===== src/rtl/pds_pkg.sv =====
package pds_pkg;
  localparam int CTL_W = 16;
  localparam int IDX_W = $clog2(CTL_W);
  localparam int NCPU  = 4;

  localparam logic [CTL_W-1:0] VALID_MASK   = 16'h4BEF;
  localparam logic [CTL_W-1:0] NIU_MASK     = 16'h43C0;
  localparam logic [CTL_W-1:0] CLK_MASK     = 16'h4380;
  localparam logic [CTL_W-1:0] SEC_CPU_MASK = 16'h000E;

  localparam logic [IDX_W-1:0] HEVC_CTL  = 4'd14;
  localparam logic [IDX_W-1:0] HEVC_STAT = 4'd10;

  typedef enum logic [3:0] {
    S_IDLE, S_UNGATE, S_QREQ, S_HOLDRST, S_SWITCH,
    S_SETTLE, S_QREL, S_RELRST, S_REGATE
  } seq_state_e;

  function automatic logic [IDX_W-1:0] stat_idx(input logic [IDX_W-1:0] c);
    return (c == HEVC_CTL) ? HEVC_STAT : c;
  endfunction

  function automatic logic [CTL_W-1:0] ctl_to_stat(input logic [CTL_W-1:0] c);
    logic [CTL_W-1:0] r;
    r = c & ~(CTL_W'(1) << HEVC_CTL);
    r[HEVC_STAT] = c[HEVC_CTL];
    return r;
  endfunction
endpackage


===== src/rtl/pds_switch_model.sv =====
module pds_switch_model
  import pds_pkg::*;
#(
  parameter int CNT_W = 16
) (
  input  logic             clk,
  input  logic             rst_n,
  input  logic             load,
  input  logic [IDX_W-1:0] load_sidx,
  input  logic             load_off,
  input  logic [CNT_W-1:0] settle_up,
  input  logic [CNT_W-1:0] settle_dn,
  output logic [CTL_W-1:0] pwr_stat
);
  logic [CNT_W-1:0] cnt;
  logic             run;
  logic [IDX_W-1:0] tgt_idx;
  logic             tgt_val;

  always_ff @(posedge clk or negedge rst_n) begin
    if (!rst_n) begin
      cnt      <= '0;
      run      <= 1'b0;
      tgt_idx  <= '0;
      tgt_val  <= 1'b0;
      pwr_stat <= '0;
    end else if (load) begin
      cnt     <= load_off ? settle_dn : settle_up;
      run     <= 1'b1;
      tgt_idx <= load_sidx;
      tgt_val <= load_off;
    end else if (run) begin
      if (cnt == '0) begin
        pwr_stat[tgt_idx] <= tgt_val;
        run               <= 1'b0;
      end else begin
        cnt <= cnt - 1'b1;
      end
    end
  end
endmodule


===== src/rtl/pds_gate_force.sv =====
module pds_gate_force
  import pds_pkg::*;
(
  input  logic             busy,
  input  logic [IDX_W-1:0] act_bit,
  output logic [CTL_W-1:0] clk_force
);
  for (genvar i = 0; i < CTL_W; i++) begin : g_force
    if (CLK_MASK[i]) begin : g_on
      assign clk_force[i] = busy && (act_bit == IDX_W'(i));
    end else begin : g_off
      assign clk_force[i] = 1'b0;
    end
  end
endmodule


===== src/rtl/pds_seq.sv =====
module pds_seq
  import pds_pkg::*;
(
  input  logic             clk,
  input  logic             rst_n,
  input  logic             req_valid,
  input  logic [IDX_W-1:0] req_bit,
  input  logic             req_off,
  output logic             req_ready,
  input  logic [CTL_W-1:0] pwr_stat,
  input  logic [CTL_W-1:0] idle_ack,
  output logic [CTL_W-1:0] idle_req,
  output logic [NCPU-1:0]  core_rst,
  output logic [CTL_W-1:0] pwr_ctl,
  output logic             busy,
  output logic [IDX_W-1:0] act_bit,
  output logic             act_off,
  output logic             sw_load
);
  seq_state_e       state;
  logic [IDX_W-1:0] act_sidx;
  logic             act_niu, act_cpu, stat_done;

  assign act_sidx  = stat_idx(act_bit);
  assign act_niu   = NIU_MASK[act_bit];
  assign act_cpu   = SEC_CPU_MASK[act_bit];
  assign stat_done = (pwr_stat[act_sidx] == act_off);
  assign busy      = (state != S_IDLE);
  assign req_ready = (state == S_IDLE);
  assign sw_load   = (state == S_SWITCH);

  always_ff @(posedge clk or negedge rst_n) begin
    if (!rst_n) begin
      state    <= S_IDLE;
      act_bit  <= '0;
      act_off  <= 1'b0;
      idle_req <= '0;
      core_rst <= '0;
      pwr_ctl  <= '0;
    end else begin
      case (state)
        S_IDLE: begin
          if (req_valid) begin
            act_bit <= req_bit;
            act_off <= req_off;
            if (VALID_MASK[req_bit] && (pwr_stat[stat_idx(req_bit)] != req_off))
              state <= S_UNGATE;
          end
        end
        S_UNGATE: begin
          if (act_off && act_niu) begin
            idle_req[act_bit] <= 1'b1;
            state             <= S_QREQ;
          end else if (act_off && act_cpu) begin
            core_rst[act_bit[1:0]] <= 1'b1;
            state                  <= S_HOLDRST;
          end else begin
            state <= S_SWITCH;
          end
        end
        S_QREQ:    if (idle_ack[act_bit]) state <= S_SWITCH;
        S_HOLDRST: state <= S_SWITCH;
        S_SWITCH: begin
          pwr_ctl[act_bit] <= act_off;
          state            <= S_SETTLE;
        end
        S_SETTLE: begin
          if (stat_done) begin
            if (!act_off && act_niu) begin
              idle_req[act_bit] <= 1'b0;
              state             <= S_QREL;
            end else if (!act_off && act_cpu) begin
              core_rst[act_bit[1:0]] <= 1'b0;
              state                  <= S_RELRST;
            end else begin
              state <= S_REGATE;
            end
          end
        end
        S_QREL:   if (!idle_ack[act_bit]) state <= S_REGATE;
        S_RELRST: state <= S_REGATE;
        S_REGATE: state <= S_IDLE;
        default:  state <= S_IDLE;
      endcase
    end
  end
endmodule


===== src/rtl/pds_top.sv =====
module pds_top
  import pds_pkg::*;
#(
  parameter int CNT_W = 16
) (
  input  logic             clk,
  input  logic             rst_n,
  input  logic             req_valid,
  output logic             req_ready,
  input  logic [3:0]       req_bit,
  input  logic             req_off,
  input  logic [CNT_W-1:0] settle_up,
  input  logic [CNT_W-1:0] settle_dn,
  input  logic [15:0]      idle_ack,
  output logic [15:0]      idle_req,
  output logic [15:0]      clk_force,
  output logic [3:0]       core_rst,
  output logic [15:0]      pwr_ctl,
  output logic [15:0]      pwr_stat,
  output logic             busy
);
  logic [IDX_W-1:0] act_bit;
  logic             act_off, sw_load;

  pds_seq u_seq (
    .clk, .rst_n, .req_valid, .req_bit, .req_off, .req_ready,
    .pwr_stat, .idle_ack, .idle_req, .core_rst, .pwr_ctl, .busy,
    .act_bit, .act_off, .sw_load
  );

  pds_switch_model #(.CNT_W(CNT_W)) u_sw (
    .clk, .rst_n, .load(sw_load), .load_sidx(stat_idx(act_bit)),
    .load_off(act_off), .settle_up, .settle_dn, .pwr_stat
  );

  pds_gate_force u_force (.busy, .act_bit, .clk_force);
endmodule


===== config.mk =====
export PLATFORM = sky130hd
export DESIGN_NAME = pds_top
export DESIGN_NICKNAME = d
export VERILOG_FILES = /design/src/rtl/pds_pkg.sv /design/src/rtl/pds_switch_model.sv /design/src/rtl/pds_gate_force.sv /design/src/rtl/pds_seq.sv /design/src/rtl/pds_top.sv
export SDC_FILE = /design/constraint.sdc
export NUM_CORES = 1
export LEC_CHECK = 0
export ABC_AREA = 0
export BUFFER_PORTS_ARGS = -buffer_cell sky130_fd_sc_hd__buf_2
export CORE_MARGIN = 2
export CORE_UTILIZATION = 50
export CTS_BUF_LIST = sky130_fd_sc_hd__clkbuf_4
export CTS_CLUSTER_SIZE = 28
export DETAILED_ROUTE_END_ITERATION = 10
export PLACE_DENSITY = 0.78
export SYNTH_ARGS = -nofsm -noshare
export SYNTH_HDL_FRONTEND = slang
export SYNTH_SLANG_ARGS = --single-unit

===== constraint.sdc =====
create_clock -name clk -period 3.5 [get_ports clk]
set_input_delay 0.7 -clock clk [delete_from_list [all_inputs] [get_ports clk]]
set_output_delay 0.7 -clock clk [all_outputs]
set_load 0.02 [all_outputs]

# Word level (Yosys, flattened, before mapping)

Memory sizes are Yosys's and may differ from the RTL's.
Index checks and enable logic that the tools add are counted.

Multiplexer cells: 46
Div/mod/pow operators: 0
Bitwise gates (word level): 7
$lt $le $gt $ge: 9
Eq/ne operators: 26
Multipliers: 0
$add $sub $neg: 1
Shift-type cells: 0
Reductions and logical operators: 24

Operators by type and width:

| kind                                                                                | number |
|---|---|
| 16-bit 2-to-1 mux                                                                   | 7 |
| 4-bit 2-to-1 mux                                                                    | 15 |
| 16-bit bitwise mux                                                                  | 2 |
| 16-bit case mux with 2 select lines                                                 | 1 |
| 4-bit case mux with 8 select lines                                                  | 1 |
| 4-bit by 5-bit < comparator with 1-bit output, second input constant                | 5 |
| 4-bit by 3-bit == test with 1-bit output, second input constant                     | 5 |
| 16-bit bitwise AND                                                                  | 1 |
| 4-bit == test, second input constant                                                | 4 |
| 16-bit zero test                                                                    | 1 |
| 16-bit NOT                                                                          | 1 |
| 16-bit OR                                                                           | 1 |
| 16-bit by 1-bit subtractor with 16-bit output, second input constant                | 1 |
| 2-bit by 1-bit inequality test with 1-bit output, second input constant             | 7 |
| 1-bit binary-select mux with 4-bit select                                           | 3 |
| 1-bit logical AND                                                                   | 12 |
| 1-bit 2-to-1 mux                                                                    | 12 |
| 2-bit inequality test, second input constant                                        | 5 |
| 1-bit demux with 4-bit select                                                       | 2 |
| 4-bit by 2-bit == test with 1-bit output, second input constant                     | 2 |
| 4-bit by 1-bit greater-or-equal comparator with 1-bit output, second input constant | 2 |
| 4-bit case mux with 2 select lines                                                  | 1 |
| 6-bit AND reduction                                                                 | 1 |
| 5-bit AND reduction                                                                 | 1 |
| 18 further kinds                                                                    | 20 |

Bits in writable memories: 0
Register bits: 83
Memories: 3
Word-level logic and storage cells: 127
ROM bits: 48
Bits in latches: 0

Memory list:

| name            | depth | width | rd ports | clocked after Yosys merged registers in | wr ports | line          | RTL |
|---|---|---|---|---|---|---|---|
| (no name shown) | 16    | 1     | 1        | 0                                       | 0        | pds_seq.sv:26 | `assign act_cpu = SEC_CPU_MASK[act_bit];` |
| (no name shown) | 16    | 1     | 1        | 0                                       | 0        | pds_seq.sv:46 | `if (VALID_MASK[req_bit] && (pwr_stat[stat_idx(req_bit)] != req_off))` |
| (no name shown) | 16    | 1     | 1        | 0                                       | 0        | pds_seq.sv:25 | `assign act_niu = NIU_MASK[act_bit];` |

# Longest topological paths before layout

Depth in word-level cells: 10
Depth in mapped cells: 9
Mapped depth without buffers: 9

# Cells and area by module

From an unflattened synthesis, not the netlist that was laid out.

Cells, all modules: 449
Area total of the unflattened synthesis: 4803.4 sq um

By module, submodules not included:

| module           | cells an instance | times used | area an instance (sq um) |
|---|---|---|---|
| pds_seq          | 216               | 1          | 2451.1 |
| pds_switch_model | 208               | 1          | 2167.1 |
| pds_gate_force   | 19                | 1          | 153.9 |
| pds_top          | 6                 | 1          | 31.3 |

# Worst setup path after synthesis

Ideal clock, no wire load.

Path kind: register to register
Start point: register u_sw.cnt[0]
End point: register u_sw.pwr_stat[0]
Data arrival time: 2497 ps
Period minus slack after synthesis: 2622 ps
Slack: 878 ps
Buffers on the path: 0
Stages on the path, launching flop included: 9
Path through: dfrtp_1 inv_1 ha_1 or4b_4 nor4_1 nand4_1 or3_1 nor3_1 mux2_2

Word-level cells in the longest chain between the ends: 2

RTL lines:

| item                            | line                   | RTL |
|---|---|---|
| from (decl)                     | pds_switch_model.sv:15 | `logic [CNT_W-1:0] cnt;` |
| from (signal assigned)          | pds_switch_model.sv:28 | `cnt <= load_off ? settle_dn : settle_up;` |
| from (signal assigned)          | pds_switch_model.sv:37 | `cnt <= cnt - 1'b1;` |
| 16-bit zero test                | pds_switch_model.sv:33 | `if (cnt == '0) begin` |
| 3-bit AND reduction (no line)   | -                      |  |
| to (signal, indexed assignment) | pds_switch_model.sv:34 | `pwr_stat[tgt_idx] <= tgt_val;` |
| to (decl)                       | pds_switch_model.sv:13 | `output logic [CTL_W-1:0] pwr_stat` |

Every way passes these cells.
A chain may end at the register's enable or synchronous reset.

# Worst setup path after layout

Ends and elaborated chain as after synthesis.

==> impl_results.html <==
<table>
<tr><th>Metric</th><th>Value</th></tr>
<tr><th colspan="2">Synth</th></tr>
<tr><td>Share of the synthesized area in the top cell type</td><td>0.443</td></tr>
<tr><td>Average size of a mapped cell</td><td>9.89 um^2</td></tr>
<tr><td>Warning count from the yosys run</td><td>0</td></tr>
<tr><td>Post-Syn Instances</td><td>474</td></tr>
<tr><td>Async set or reset register ratio after synthesis</td><td>1.00</td></tr>
<tr><td>Most frequent cell after synthesis</td><td>sky130_fd_sc_hd__dfrtp_1</td></tr>
<tr><td>Number of synthesized register bits</td><td>83</td></tr>
<tr><td>Number of unique standard cell types used by synthesis</td><td>60</td></tr>
<tr><td>Top_reg_cell synth</td><td>sky130_fd_sc_hd__dfrtp_1</td></tr>
<tr><td>Number of enable-type register cells in the synthesized netlist</td><td>0</td></tr>
<tr><td>Cell area after synthesis</td><td>0.00469 mm^2</td></tr>
<tr><td>Synth area leaders</td><td>sky130_fd_sc_hd__dfrtp_1 (44%), sky130_fd_sc_hd__mux2_2 (12%), sky130_fd_sc_hd__nand2_1 (4.7%)</td></tr>
<tr><td>Area leader, netlist</td><td>sky130_fd_sc_hd__dfrtp_1</td></tr>
<tr><td>Proportion of synthesized chip area in sequential cells</td><td>0.443</td></tr>
<tr><td>Leading post-synthesis cells by instance count</td><td>sky130_fd_sc_hd__dfrtp_1 (83), sky130_fd_sc_hd__nand2_1 (59), sky130_fd_sc_hd__mux2_2 (50), sky130_fd_sc_hd__nor2_1 (39), sky130_fd_sc_hd__clkbuf_1 (29)</td></tr>
<tr><th colspan="2">Timing</th></tr>
<tr><td>Final slew viol count</td><td>0</td></tr>
<tr><td>Setup TNS</td><td>0 ns</td></tr>
<tr><td>Maximum clock rate</td><td>0.335 GHz</td></tr>
<tr><td>Remaining max-slew budget at the tightest pin</td><td>0.302</td></tr>
<tr><td>Final number of setup-violating endpoints</td><td>0</td></tr>
<tr><td>Final cycle utilization of the critical path</td><td>0.854</td></tr>
<tr><td>Time the worst path needs with I/O delays and setup</td><td>2.99 ns</td></tr>
<tr><td>Clk_skew</td><td>0.0222 ns</td></tr>
<tr><td>Transition at the pin with the smallest max-transition slack</td><td>1.05 ns</td></tr>
<tr><td>Number of endpoints with negative hold slack in the final report</td><td>0</td></tr>
<tr><td>Unrepaired setup endpoints after global routing</td><td>no</td></tr>
<tr><th colspan="2">CTS</th></tr>
<tr><td>Hold-fix buffer count after cts</td><td>0</td></tr>
<tr><td>Max Root-Sink Buffers</td><td>2</td></tr>
<tr><td>Clk sinks</td><td>83</td></tr>
<tr><td>H-Tree Depth</td><td>3</td></tr>
<tr><td>CTS root buffer</td><td>sky130_fd_sc_hd__clkbuf_4</td></tr>
<tr><td># Post-CTS Setup Buffers</td><td>0</td></tr>
<tr><td>TritonCTS buffer count</td><td>9</td></tr>
<tr><td>Insertion delay of the later-clocked pin in the worst-skew pair</td><td>0.46 ns</td></tr>
<tr><td>CTS tree</td><td>built</td></tr>
<tr><td>Register clock-pin slew on the reported worst setup and hold paths</td><td>0.15 ns</td></tr>
<tr><td>Resized Gates After CTS</td><td>0</td></tr>
<tr><th colspan="2">Place</th></tr>
<tr><td>IO Port Bufs</td><td>113</td></tr>
<tr><td>Post-detailed-placement half-perimeter wirelength</td><td>7890 um</td></tr>
<tr><td>Placer's final routability congestion estimate</td><td>0.892</td></tr>
<tr><th colspan="2">Global route</th></tr>
<tr><td>Global routing usage summed across all routing layers</td><td>0.229</td></tr>
<tr><td>Vias in the first global route</td><td>3,653</td></tr>
<tr><td>Remaining global-route overflow</td><td>0</td></tr>
<tr><td>Global-route wire length before repair</td><td>18,100 um</td></tr>
<tr><td>Largest net degree at the start of global routing</td><td>84</td></tr>
<tr><td>Initial antenna violation count</td><td>0</td></tr>
<tr><th colspan="2">Worst setup path</th></tr>
<tr><td>Endpoint arrival time on the critical path</td><td>3.34 ns</td></tr>
<tr><td>Delay of the slowest cell on the worst path</td><td>0.51 ns</td></tr>
<tr><td>Crit-path max FO</td><td>4</td></tr>
<tr><td>Required time worst endpoint</td><td>3.85 ns</td></tr>
<tr><td>CP Capture Type</td><td>flop</td></tr>
<tr><td>Count of buffer and inverter cells on the critical path</td><td>1</td></tr>
<tr><td>CP Cell Sequence</td><td>inv_1 -&gt; ha_1 -&gt; or4b_4 -&gt; nor4_1 -&gt; nand4_1 -&gt; or3_1 -&gt; nor3_1 -&gt; mux2_2</td></tr>
<tr><td>Worst setup path class</td><td>flop to flop</td></tr>
<tr><td>Worst Setup Start Kind</td><td>flop</td></tr>
<tr><td>Critical Path Slowest Stage Cell</td><td>sky130_fd_sc_hd__nor4_1</td></tr>
<tr><td>Largest delay contributor family on the critical path</td><td>simple AND/OR/NAND/NOR gates</td></tr>
<tr><th colspan="2">Detailed routing</th></tr>
<tr><td>Initial DRC count</td><td>222</td></tr>
<tr><td>Detail-routed net length per standard cell</td><td>16.4 um</td></tr>
<tr><td>Via-per-instance ratio</td><td>5.66</td></tr>
<tr><td>Vias after detailed routing</td><td>3,854</td></tr>
<tr><td>Detailed-routing iteration count for the pre-antenna-repair pass</td><td>5</td></tr>
<tr><td>Routed wire length</td><td>11,200 um</td></tr>
<tr><td>Number of remaining DRC errors</td><td>0</td></tr>
<tr><td>Post-detailed-route count of antenna-violating nets</td><td>0</td></tr>
<tr><th colspan="2">Floorplan</th></tr>
<tr><td>Full die area</td><td>0.0102 mm^2</td></tr>
<tr><td>Die extent in x</td><td>101 um</td></tr>
<tr><td>Initial cell density of the core</td><td>0.512</td></tr>
<tr><td># IOs</td><td>126</td></tr>
<tr><td>Row cnt</td><td>35</td></tr>
<tr><td>Vert. Die Dim</td><td>101 um</td></tr>
<tr><td>Core Footprint</td><td>0.00915 mm^2</td></tr>
<tr><th colspan="2">Power</th></tr>
<tr><td>Worst IR drop on VDD</td><td>0.000431 V</td></tr>
<tr><td>Leakage component of the power</td><td>0.00262 uW</td></tr>
<tr><td>PD cells</td><td>765 mW/mm^2</td></tr>
<tr><th colspan="2">Min path</th></tr>
<tr><td>Worst min-delay path category</td><td>flop to flop</td></tr>
<tr><th colspan="2">Layout</th></tr>
<tr><td>Area added between synthesis and finish</td><td>14.6%</td></tr>
<tr><td>Core utilization of the finished layout</td><td>0.587</td></tr>
<tr><td>ANT cells</td><td>0</td></tr>
<tr><td>Layout cells sized above 1</td><td>0.344</td></tr>
<tr><td>Nets</td><td>622</td></tr>
<tr><th colspan="2">Flow run</th></tr>
<tr><td>Maximum Capacitance Violations</td><td>0</td></tr>
<tr><th colspan="2">Status</th></tr>
<tr><td>Run status</td><td>finished, final reports clean</td></tr>
</table>
final timing paths:
| path | from | to | slack [ns] | depth (start not counted) |
|---|---|---|---|---|
| min in group asynchronous | rst_n | async pin | 0.41 | 1 |
| hold reg to reg | flop | flop | 0.39 | 0 |
| setup / recovery | u_sw.cnt[0] | u_sw.pwr_stat[0] | 0.51 | 8 |
| hold / removal | flop | flop | 0.39 | 0 |
| setup reg to reg | u_sw.cnt[0] | u_sw.pwr_stat[0] | 0.51 | 8 |
| max in group asynchronous | rst_n | u_seq.pwr_ctl[14] | 2.41 | 1 |
report_power, final:
group          internal (uW)  total [uW]  switching (uW)
Sequential              1240        1580             341
Clock                    304         675             370
Combinational            754        1860            1100
Total                   2290        4110            1810
cells in the final DEF (no fill, tap or decap), types with 3 or more instances in the layout:
cell type / netlist / routed
sky130_fd_sc_hd__buf_2: 1 / 112
sky130_fd_sc_hd__dfrtp_1: 83 / 83
sky130_fd_sc_hd__nand2_1: 59 / 59
sky130_fd_sc_hd__mux2_2: 50 / 50
sky130_fd_sc_hd__nor2_1: 39 / 39
sky130_fd_sc_hd__nor3_1: 17 / 17
sky130_fd_sc_hd__mux2i_1: 17 / 17
sky130_fd_sc_hd__nand3_1: 14 / 14
sky130_fd_sc_hd__nor2b_1: 13 / 13
sky130_fd_sc_hd__a21oi_1: 13 / 13
sky130_fd_sc_hd__conb_1: 1 / 12
sky130_fd_sc_hd__o21ai_0: 11 / 11
sky130_fd_sc_hd__a211oi_1: 10 / 10
sky130_fd_sc_hd__nand2b_1: 9 / 9
sky130_fd_sc_hd__clkbuf_4: 0 / 9
sky130_fd_sc_hd__xnor2_1: 8 / 8
sky130_fd_sc_hd__inv_1: 7 / 7
sky130_fd_sc_hd__nor4_1: 7 / 7
sky130_fd_sc_hd__buf_4: 12 / 7
sky130_fd_sc_hd__xor2_1: 5 / 5
sky130_fd_sc_hd__or3_1: 4 / 4
sky130_fd_sc_hd__nand3b_1: 4 / 4
sky130_fd_sc_hd__a31oi_1: 4 / 4
sky130_fd_sc_hd__and2b_1: 3 / 3
sky130_fd_sc_hd__a22oi_1: 3 / 3
sky130_fd_sc_hd__o211ai_1: 3 / 3
sky130_fd_sc_hd__nand4_1: 3 / 3
metal layers:
layer | wire (um) | track usage
met1 | 4980 | 0.322
met2 | 5150 | 0.350
met3 | 805 | 0.0416
met4 | 229 | 0.0917
met5 | 0 | 0
area by class of cell:
cell class / instances / area, um^2
Fill cell: 808 / 3780
Multi-Input combinational cell: 345 / 2340
Sequential cell: 83 / 2080
Timing Repair Buffer: 119 / 613
Tap cell: 111 / 139
Clock inverter: 7 / 109
Clock buffer: 9 / 67.6
Inverter: 7 / 26.3
stage by stage:
step                worst slack, ns  std cells  hold slack, ns  cell area, um^2  power [uW]
global placement              0.761        665           0.360             5190        3380
floorplan                     0.878        485           0.404             4730        2980
CTS                           0.543        681           0.393             5370        4120
finish                        0.512        681           0.389             5370        4110
global route                  0.400        681           0.402             5370        4400
detailed placement            0.566        665           0.360             5190        3430
cells by family after synthesis:
group / Yosys count / share of synthesized area
AO/OA/AOI/OAI: 64 / 0.0961
flip-flops: 83 / 0.443
buffers and inverters: 57 / 0.0667
adder cells (fa/ha/maj): 1 / 0.00267
multiplexers: 70 / 0.170
XOR/XNOR: 13 / 0.0243
other: 1 / 0.000800
AND/OR/NAND/NOR: 185 / 0.196
Power figures use the tool's default switching activity.
